[src/rtl/region_guard_pkg.sv]
package region_guard_pkg;
  typedef enum logic [1:0] {
    FLD_START = 2'd0,
    FLD_END   = 2'd1,
    FLD_PERM  = 2'd2,
    FLD_VALID = 2'd3
  } cfg_field_e;
endpackage

[src/rtl/region_slot.sv]
module region_slot import region_guard_pkg::*; #(
  parameter int ADDR_W      = 32,
  parameter int DID_W       = 3,
  parameter int NUM_DOMAINS = 4,
  parameter int IDX_W       = 3,
  parameter int SLOT        = 0,
  localparam int PERM_W     = 2 * NUM_DOMAINS
) (
  input  logic              clk_i,
  input  logic              rst_ni,
  input  logic              cfg_we_i,
  input  logic [IDX_W-1:0]  cfg_idx_i,
  input  logic [1:0]        cfg_field_i,
  input  logic [ADDR_W-1:0] cfg_data_i,
  input  logic [ADDR_W-1:0] acc_addr_i,
  input  logic [DID_W-1:0]  acc_did_i,
  input  logic              acc_write_i,
  output logic              hit_o,
  output logic              deny_o
);
  logic [ADDR_W-1:0] start_q, end_q;
  logic [PERM_W-1:0] perm_q;
  logic              valid_q;
  logic              sel;
  logic              grant;

  assign sel = cfg_we_i && (cfg_idx_i == IDX_W'(SLOT));

  always_ff @(posedge clk_i or negedge rst_ni) begin
    if (!rst_ni) begin
      start_q <= '0;
      end_q   <= '0;
      perm_q  <= '0;
      valid_q <= 1'b0;
    end else if (sel) begin
      unique case (cfg_field_e'(cfg_field_i))
        FLD_START: start_q <= cfg_data_i;
        FLD_END:   end_q   <= cfg_data_i;
        FLD_PERM:  perm_q  <= cfg_data_i[PERM_W-1:0];
        FLD_VALID: valid_q <= cfg_data_i[0];
        default:   ;
      endcase
    end
  end

  assign hit_o = valid_q && (acc_addr_i >= start_q) && (acc_addr_i <= end_q);

  // unimplemented domains match no entry and stay ungranted
  always_comb begin
    grant = 1'b0;
    for (int d = 0; d < NUM_DOMAINS; d++) begin
      if (acc_did_i == DID_W'(d))
        grant = acc_write_i ? perm_q[2*d+1] : perm_q[2*d];
    end
  end

  assign deny_o = hit_o && !grant;
endmodule

[src/rtl/region_verdict.sv]
module region_verdict #(
  parameter int NUM_REGIONS = 8
) (
  input  logic                   acc_valid_i,
  input  logic [NUM_REGIONS-1:0] hit_i,
  input  logic [NUM_REGIONS-1:0] deny_i,
  output logic                   allow_o,
  output logic                   err_o
);
  logic any_hit, any_deny;
  assign any_hit  = |hit_i;
  assign any_deny = |deny_i;
  // deny wins over allow; a miss is a deny
  assign allow_o = acc_valid_i && any_hit && !any_deny;
  assign err_o   = acc_valid_i && !(any_hit && !any_deny);
endmodule

[src/rtl/region_capture.sv]
module region_capture #(
  parameter int ADDR_W = 32,
  parameter int DID_W  = 3
) (
  input  logic              clk_i,
  input  logic              rst_ni,
  input  logic              err_i,
  input  logic [ADDR_W-1:0] addr_i,
  input  logic [DID_W-1:0]  did_i,
  input  logic              write_i,
  input  logic              clr_i,
  output logic              viol_o,
  output logic              cap_valid_o,
  output logic [ADDR_W-1:0] cap_addr_o,
  output logic [DID_W-1:0]  cap_did_o,
  output logic              cap_write_o
);
  logic load;
  assign load = err_i && (clr_i || !cap_valid_o);

  always_ff @(posedge clk_i or negedge rst_ni) begin
    if (!rst_ni) begin
      viol_o      <= 1'b0;
      cap_valid_o <= 1'b0;
      cap_addr_o  <= '0;
      cap_did_o   <= '0;
      cap_write_o <= 1'b0;
    end else begin
      viol_o <= err_i;
      if (load) begin
        cap_valid_o <= 1'b1;
        cap_addr_o  <= addr_i;
        cap_did_o   <= did_i;
        cap_write_o <= write_i;
      end else if (clr_i) begin
        cap_valid_o <= 1'b0;
      end
    end
  end
endmodule

[src/rtl/region_guard.sv]
module region_guard import region_guard_pkg::*; #(
  parameter int NUM_REGIONS = 8,
  parameter int NUM_DOMAINS = 4,
  parameter int ADDR_W      = 32,
  parameter int DID_W       = 3,
  localparam int IDX_W      = (NUM_REGIONS > 1) ? $clog2(NUM_REGIONS) : 1
) (
  input  logic              clk_i,
  input  logic              rst_ni,
  input  logic              cfg_we_i,
  input  logic [IDX_W-1:0]  cfg_idx_i,
  input  logic [1:0]        cfg_field_i,
  input  logic [ADDR_W-1:0] cfg_data_i,
  input  logic              acc_valid_i,
  input  logic [ADDR_W-1:0] acc_addr_i,
  input  logic [DID_W-1:0]  acc_did_i,
  input  logic              acc_write_i,
  output logic              acc_allow_o,
  output logic              acc_err_o,
  output logic              viol_o,
  input  logic              cap_clr_i,
  output logic              cap_valid_o,
  output logic [ADDR_W-1:0] cap_addr_o,
  output logic [DID_W-1:0]  cap_did_o,
  output logic              cap_write_o
);
  logic [NUM_REGIONS-1:0] hit_vec;
  logic [NUM_REGIONS-1:0] deny_vec;

  for (genvar r = 0; r < NUM_REGIONS; r++) begin : g_slot
    region_slot #(
      .ADDR_W(ADDR_W), .DID_W(DID_W), .NUM_DOMAINS(NUM_DOMAINS),
      .IDX_W(IDX_W), .SLOT(r)
    ) u_slot (
      .clk_i, .rst_ni, .cfg_we_i, .cfg_idx_i, .cfg_field_i, .cfg_data_i,
      .acc_addr_i, .acc_did_i, .acc_write_i,
      .hit_o(hit_vec[r]), .deny_o(deny_vec[r])
    );
  end

  region_verdict #(.NUM_REGIONS(NUM_REGIONS)) u_verdict (
    .acc_valid_i, .hit_i(hit_vec), .deny_i(deny_vec),
    .allow_o(acc_allow_o), .err_o(acc_err_o)
  );

  region_capture #(.ADDR_W(ADDR_W), .DID_W(DID_W)) u_capture (
    .clk_i, .rst_ni, .err_i(acc_err_o), .addr_i(acc_addr_i),
    .did_i(acc_did_i), .write_i(acc_write_i), .clr_i(cap_clr_i),
    .viol_o, .cap_valid_o, .cap_addr_o, .cap_did_o, .cap_write_o
  );
endmodule

[config.mk]
export PLATFORM = sky130hd
export DESIGN_NAME = region_guard
export DESIGN_NICKNAME = d
export VERILOG_FILES = /design/src/rtl/region_guard_pkg.sv /design/src/rtl/region_slot.sv /design/src/rtl/region_verdict.sv /design/src/rtl/region_capture.sv /design/src/rtl/region_guard.sv
export SDC_FILE = /design/constraint.sdc
export NUM_CORES = 1
export LEC_CHECK = 0
export BUFFER_PORTS_ARGS = -buffer_cell sky130_fd_sc_hd__buf_2
export CAP_MARGIN = 20
export CORE_MARGIN = 5
export CORE_UTILIZATION = 49
export CTS_CLUSTER_DIAMETER = 120
export CTS_CLUSTER_SIZE = 10
export DETAILED_ROUTE_END_ITERATION = 10
export GPL_TIMING_DRIVEN = 0
export HOLD_SLACK_MARGIN = 0.1
export PLACE_DENSITY = 0.61
export SETUP_SLACK_MARGIN = 0.02
export SYNTH_ARGS = -nofsm -noshare
export SYNTH_HDL_FRONTEND = slang
export SYNTH_SLANG_ARGS = --single-unit
[constraint.sdc]
create_clock -name clk_i -period 11.06 [get_ports clk_i]
set_input_delay 1.106 -clock clk_i [delete_from_list [all_inputs] [get_ports clk_i]]
set_output_delay 1.106 -clock clk_i [all_outputs]
set_load 0.05 [all_outputs]
**Word level (Yosys, flattened, before mapping)**

Index checks and enable logic that the tools add are counted.

- Register bits after elaboration: 622
- Latch bits: 0
- RAM bits: 0
- ROM bits: 0
- Bits of input ports: 78
- Word-level logic and storage cells: 219
- Memories kept: 0

- Add/subtract/negate cells: 0
- Multipliers: 0
- Div/mod/pow operators: 0
- $lt $le $gt $ge: 16
- Eq/ne operators: 13
- Shift-type cells: 0
- Multiplexer cells: 66
- Bitwise gates (word level): 0
- Reductions and logical operators: 87

Operator list:

| kind | count |
|---|---|
| 32-bit >= comparator | 8 |
| 32-bit <= comparator | 8 |
| 1-bit two-way mux | 66 |
| 2-bit AND reduction | 32 |
| 1-bit logical AND | 37 |
| 8-bit OR reduction | 2 |
| 3-bit by 2-bit equality test with 1-bit output, second input constant | 4 |
| 3-bit equality test, second input constant | 4 |
| 1-bit zero test | 11 |
| 3-bit by 1-bit equality test with 1-bit output, second input constant | 2 |
| 3-bit zero test | 2 |
| 2-bit equality test, second input constant | 2 |
| 2-bit by 1-bit equality test with 1-bit output, second input constant | 1 |
| 2-bit zero test | 1 |
| 2-bit nonzero test | 1 |
| 1-bit logical OR | 1 |

**Logic depth before layout (Yosys ltp)**

- Depth after elaboration: 14
- Mapped depth: 14
- Mapped depth without buffers: 12

**Cells and area by module**

Synthesis repeated with hierarchy kept, for this count alone.

- Cells, all modules: 3621
- Area, all modules: 36075.8 um^2

By module, submodules not included:

| module | instances | cells an instance | area an instance (um^2) | sequential area each (um^2) |
|---|---|---|---|---|
| region_slot at g_slot[3].u_slot ... | 3 | 458 | 4254.1 | 1826.8 |
| region_slot at g_slot[1].u_slot ... | 2 | 425 | 4319.1 | 1826.8 |
| region_slot at g_slot[0].u_slot | 1 | 425 | 4491.8 | 1826.8 |
| region_slot at g_slot[4].u_slot | 1 | 426 | 4316.6 | 1826.8 |
| region_slot at g_slot[7].u_slot | 1 | 458 | 4245.3 | 1826.8 |
| region_capture | 1 | 80 | 1561.5 | 950.9 |
| region_verdict | 1 | 8 | 60.1 | 0.0 |

**Worst setup path before layout**

OpenSTA, ideal clock, no wires.

- Path kind: input port to output port
- Start: input acc_addr_i[0]
- End: output acc_allow_o
- Arrival time: 4.574 ns
- Slack: 5.380 ns
- Stages: 11
- Path through: inv_1 ha_1 nand2b_4 a2111oi_4 o21a_2 o211ai_2 a2111oi_4 a2111oi_1 or4_1 or4b_4 nor2_1

- Cells in the longest elaborated chain, start to end: 7

Ends and longest elaborated chain:

| element | line | source |
|---|---|---|
| start: declaration | region_guard.sv:15 | `input logic [ADDR_W-1:0] acc_addr_i,` |
| 32-bit >= comparator | region_slot.sv:46 | `assign hit_o = valid_q && (acc_addr_i >= start_q) && (acc_addr_i <= end_q);` |
| 1-bit logical AND (2 in series) | region_slot.sv:46 |  |
| 1-bit logical AND | region_slot.sv:57 | `assign deny_o = hit_o && !grant;` |
| 8-bit OR reduction | region_verdict.sv:12 | `assign any_deny = \|deny_i;` |
| 1-bit zero test | region_verdict.sv:14 | `assign allow_o = acc_valid_i && any_hit && !any_deny;` |
| 1-bit logical AND (*) | region_verdict.sv:14 |  |
| end: declaration | region_guard.sv:18 | `output logic acc_allow_o,` |

Every way passes the cells marked *; elsewhere a longest branch is shown, timed or not.

**Final worst setup path**

- Start: input acc_addr_i[0]
- End: output acc_err_o

- Cells in the longest elaborated chain, start to end: 9

Ends and longest elaborated chain:

| element | line | source |
|---|---|---|
| 32-bit >= comparator | region_slot.sv:46 |  |
| 1-bit logical AND (2 in series) | region_slot.sv:46 |  |
| 1-bit logical AND | region_slot.sv:57 |  |
| 8-bit OR reduction | region_verdict.sv:12 |  |
| 1-bit zero test | region_verdict.sv:15 | `assign err_o = acc_valid_i && !(any_hit && !any_deny);` |
| 1-bit logical AND (*) | region_verdict.sv:15 |  |
| 1-bit zero test (*) | region_verdict.sv:15 |  |
| 1-bit logical AND (*) | region_verdict.sv:15 |  |
| end: declaration | region_guard.sv:19 | `output logic acc_err_o,` |

Marked as above.

==> results.json <==
{
  "status": "finished clean",
  "period_minus_slack_ps": 6780,
  "max_slew_margin_pct": 24.7,
  "n_fill_cell": 6450,
  "dp.cells": 4612,
  "synth_area_per_cell_um2": 10.3,
  "post-place-ws_ps": 4300,
  "cap_viol_max_count": 0,
  "crit_path_start_kind": "primary input",
  "max_freq_ghz": 0.147,
  "path_cells": "buf_2 -> inv_1 -> ha_1 -> nand2b_1 -> a211oi_1 -> o21ai_0 -> a311o_1 -> a21oi_1 -> nor3_1 -> or4_1 -> or4b_4 -> and2_2 -> buf_2",
  "synth.net_count": 4117,
  "path_buf_inv": 3,
  "fin_cells": 4693,
  "postLayoutCoreUtil_pct": 54.9,
  "vdd_drop_max_v": 0.000174,
  "end_kind": "output pin",
  "cts_buffer_depth": 3,
  "setup_viol": 0,
  "synth-main-ff-cell": "dfrtp_1",
  "grtUsageTotal_pct": 25.4,
  "cts_tree": "built",
  "grt_overflow": 0,
  "port_buffers": 114,
  "synth_edf_count": 0,
  "slowest_delay_ps": 790,
  "finalPower_mw": 7.40,
  "core-area_um2": 73200,
  "top_level_ports": 118,
  "path_clk_slew_ps": 60,
  "tightest_slew_ps": 1130,
  "area_growth_pct": 10.9,
  "via_per_inst": 5.65,
  "cpLargestDelayFamily": "compound AO/OA/AOI/OAI gates",
  "clk_latency_ps": 620,
  "layout_common_cells": "622 x dfrtp_1, 512 x ha_1, 509 x inv_1",
  "drc": 0,
  "hold_viol": 0,
  "crit_path_frequent_cell": "buf_2",
  "htreeDepth": 3,
  "cts_buffers": 72,
  "min_path_type": "primary input to asynchronous set/reset pin",
  "initial_core_util_pct": 49.5,
  "timing.final.ws_setup_ps": 4280,
  "grt_pass1_wl_mm": 156,
  "fin_area_um2": 40200,
  "synthCells": 3527,
  "grt_antenna_before_repair": 2,
  "ant_nets": 0,
  "grt_start_max_net_pins": 122,
  "ys_types": 77,
  "cp_slowest_cell": "inv_1",
  "post_cts_buffers": 0,
  "drv_slew": 0,
  "worstPathRequired_ps": 9950,
  "rsz0062_at_grt": "false",
  "dpl-instance-area_um2": 38300,
  "drive_above_1_share_pct": 16.3,
  "fin_skew_ps": 22.8,
  "clock-sinks": 622,
  "drt-initial-drc-count": 1538,
  "num_vias": 26526,
  "nNetsFinal": 4317,
  "yosys_warnings": 0,
  "hold_buffers": 0,
  "final.period_utilization_pct": 61.3,
  "p_leak_nw": 19.5,
  "row_count": 99,
  "crit_path_max_fanout": 16,
  "gp_congestion": 0.859,
  "cts_resized": 0,
  "grt_pass1_vias": 26691,
  "synth_seq_cells": 622,
  "crit_type": "primary input to output pin",
  "die_h_um": 282,
  "ys_seq_area_share_pct": 42.9,
  "die_w_um": 282,
  "dp_hpwl_mm": 69.8,
  "synth_area_um2": 36300,
  "cts-root-buf": "clkbuf_16",
  "dieArea_um2": 79600,
  "ys_async_sr_fraction_pct": 100,
  "arrival_ps": 5680,
  "power.density_nw_per_um2": 184,
  "drt_first_pass_iters": 7,
  "final_common_cell": "dfrtp_1",
  "wl_mm": 99.9,
  "wire_per_inst_um": 21.3
}
==> sequential cells by signal (all words and copies together), names as in the netlist <==
signal                 count
u_capture.cap_did_o        3
u_capture.cap_write_o      1
u_capture.cap_addr_o      32
g_slot.u_slot.start_q    256
g_slot.u_slot.end_q      256
g_slot.u_slot.valid_q      8
u_capture.cap_valid_o      1
g_slot.u_slot.perm_q      64
u_capture.viol_o           1
==> cell usage after synthesis (all sizes together) (16+ instances only) <==
| library cell | instances | area (um^2) |
|---|---|---|
| clkbuf | 96 | 380 |
| inv | 509 | 1910 |
| mux2i | 21 | 210 |
| and4 | 20 | 175 |
| buf | 31 | 186 |
| nand4 | 77 | 482 |
| dfrtp | 622 | 15600 |
| mux2 | 372 | 4300 |
| a21o | 39 | 293 |
| ha | 512 | 6410 |
| a21oi | 179 | 896 |
| a211oi | 19 | 143 |
| nand2b | 16 | 108 |
| nor2b | 20 | 125 |
| nand3 | 52 | 260 |
| nor3 | 27 | 135 |
| nor2 | 57 | 214 |
| nand2 | 380 | 1430 |
| o21ai | 324 | 1620 |
| a221oi | 21 | 184 |
==> cell families (layout without fill, tap and decap cells) <==
| group | after synthesis | in the layout | share of synthesized area [%] |
|---|---|---|---|
| other cells | 0 | 1 | 0 |
| buf+inv | 638 | 844 | 6.95 |
| mux | 399 | 399 | 12.8 |
| simple gates | 688 | 688 | 8.83 |
| compound gates | 668 | 668 | 10.8 |
| fa+ha+maj | 512 | 512 | 17.7 |
| flops | 622 | 622 | 42.9 |
==> metal layers <==
layer	global-route usage [%]	part of all wire, %	routed length, um
met5	0	0.013	13
met4	7.03	2.7	2710
met3	4.28	5.2	5170
met2	41.4	46	46300
met1	35.4	46	45700
==> metrics by stage <==
step | TNS, ps | hold WS (ps)
2_1_floorplan | 0 | 472
3_3_place_gp | -2917050 | 481
3_5_place_dp | 0 | 488
4_1_cts | 0 | 452
5_1_grt | 0 | 482
6_report | 0 | 448
==> layout make-up <==
class / count / area, um^2 / share of cell area (%)
clock inverter: 7 / 91.3 / 0.227
multi-input combinational: 2267 / 18200 / 45.3
sequential: 622 / 15600 / 38.7
timing repair buffer: 126 / 798 / 1.99
clock buffer: 73 / 1830 / 4.54
buffer: 129 / 609 / 1.52
tap: 959 / 1200 / 2.98
inverter: 509 / 1910 / 4.75
antenna: 1 / 2.50 / 0.00622
==> path summary, 6_finish.rpt <==
path                                                                from                                       end  slack [ps]  depth (start not counted)
min in group clk_i                g_slot[1].u_slot.perm_q[2]$_DFFE_PN0P_    g_slot[1].u_slot.perm_q[2]$_DFFE_PN0P_         500                          1
worst min-delay path                                              rst_ni  g_slot[6].u_slot.start_q[13]$_DFFE_PN0P_         450                          1
worst max-delay path                                       acc_addr_i[0]                                 acc_err_o        4280                         13
worst max register to register  g_slot[5].u_slot.start_q[30]$_DFFE_PN0P_      u_capture.cap_addr_o[12]$_DFFE_PN0P_        6400                         14
max in group asynchronous                                         rst_ni    g_slot[2].u_slot.perm_q[2]$_DFFE_PN0P_        9170                          3
worst min register to register    g_slot[1].u_slot.perm_q[2]$_DFFE_PN0P_    g_slot[1].u_slot.perm_q[2]$_DFFE_PN0P_         500                          1
==> where the power goes <==
part           internal, mW  leakage (nW)  switching, mW
Sequential             2.80          7.54          0.208
Combinational         0.938          11.1           1.34
Clock                  1.17         0.941          0.941
Total                  4.91          19.5           2.49
No activity file was read; power rests on OpenSTA's default activity.
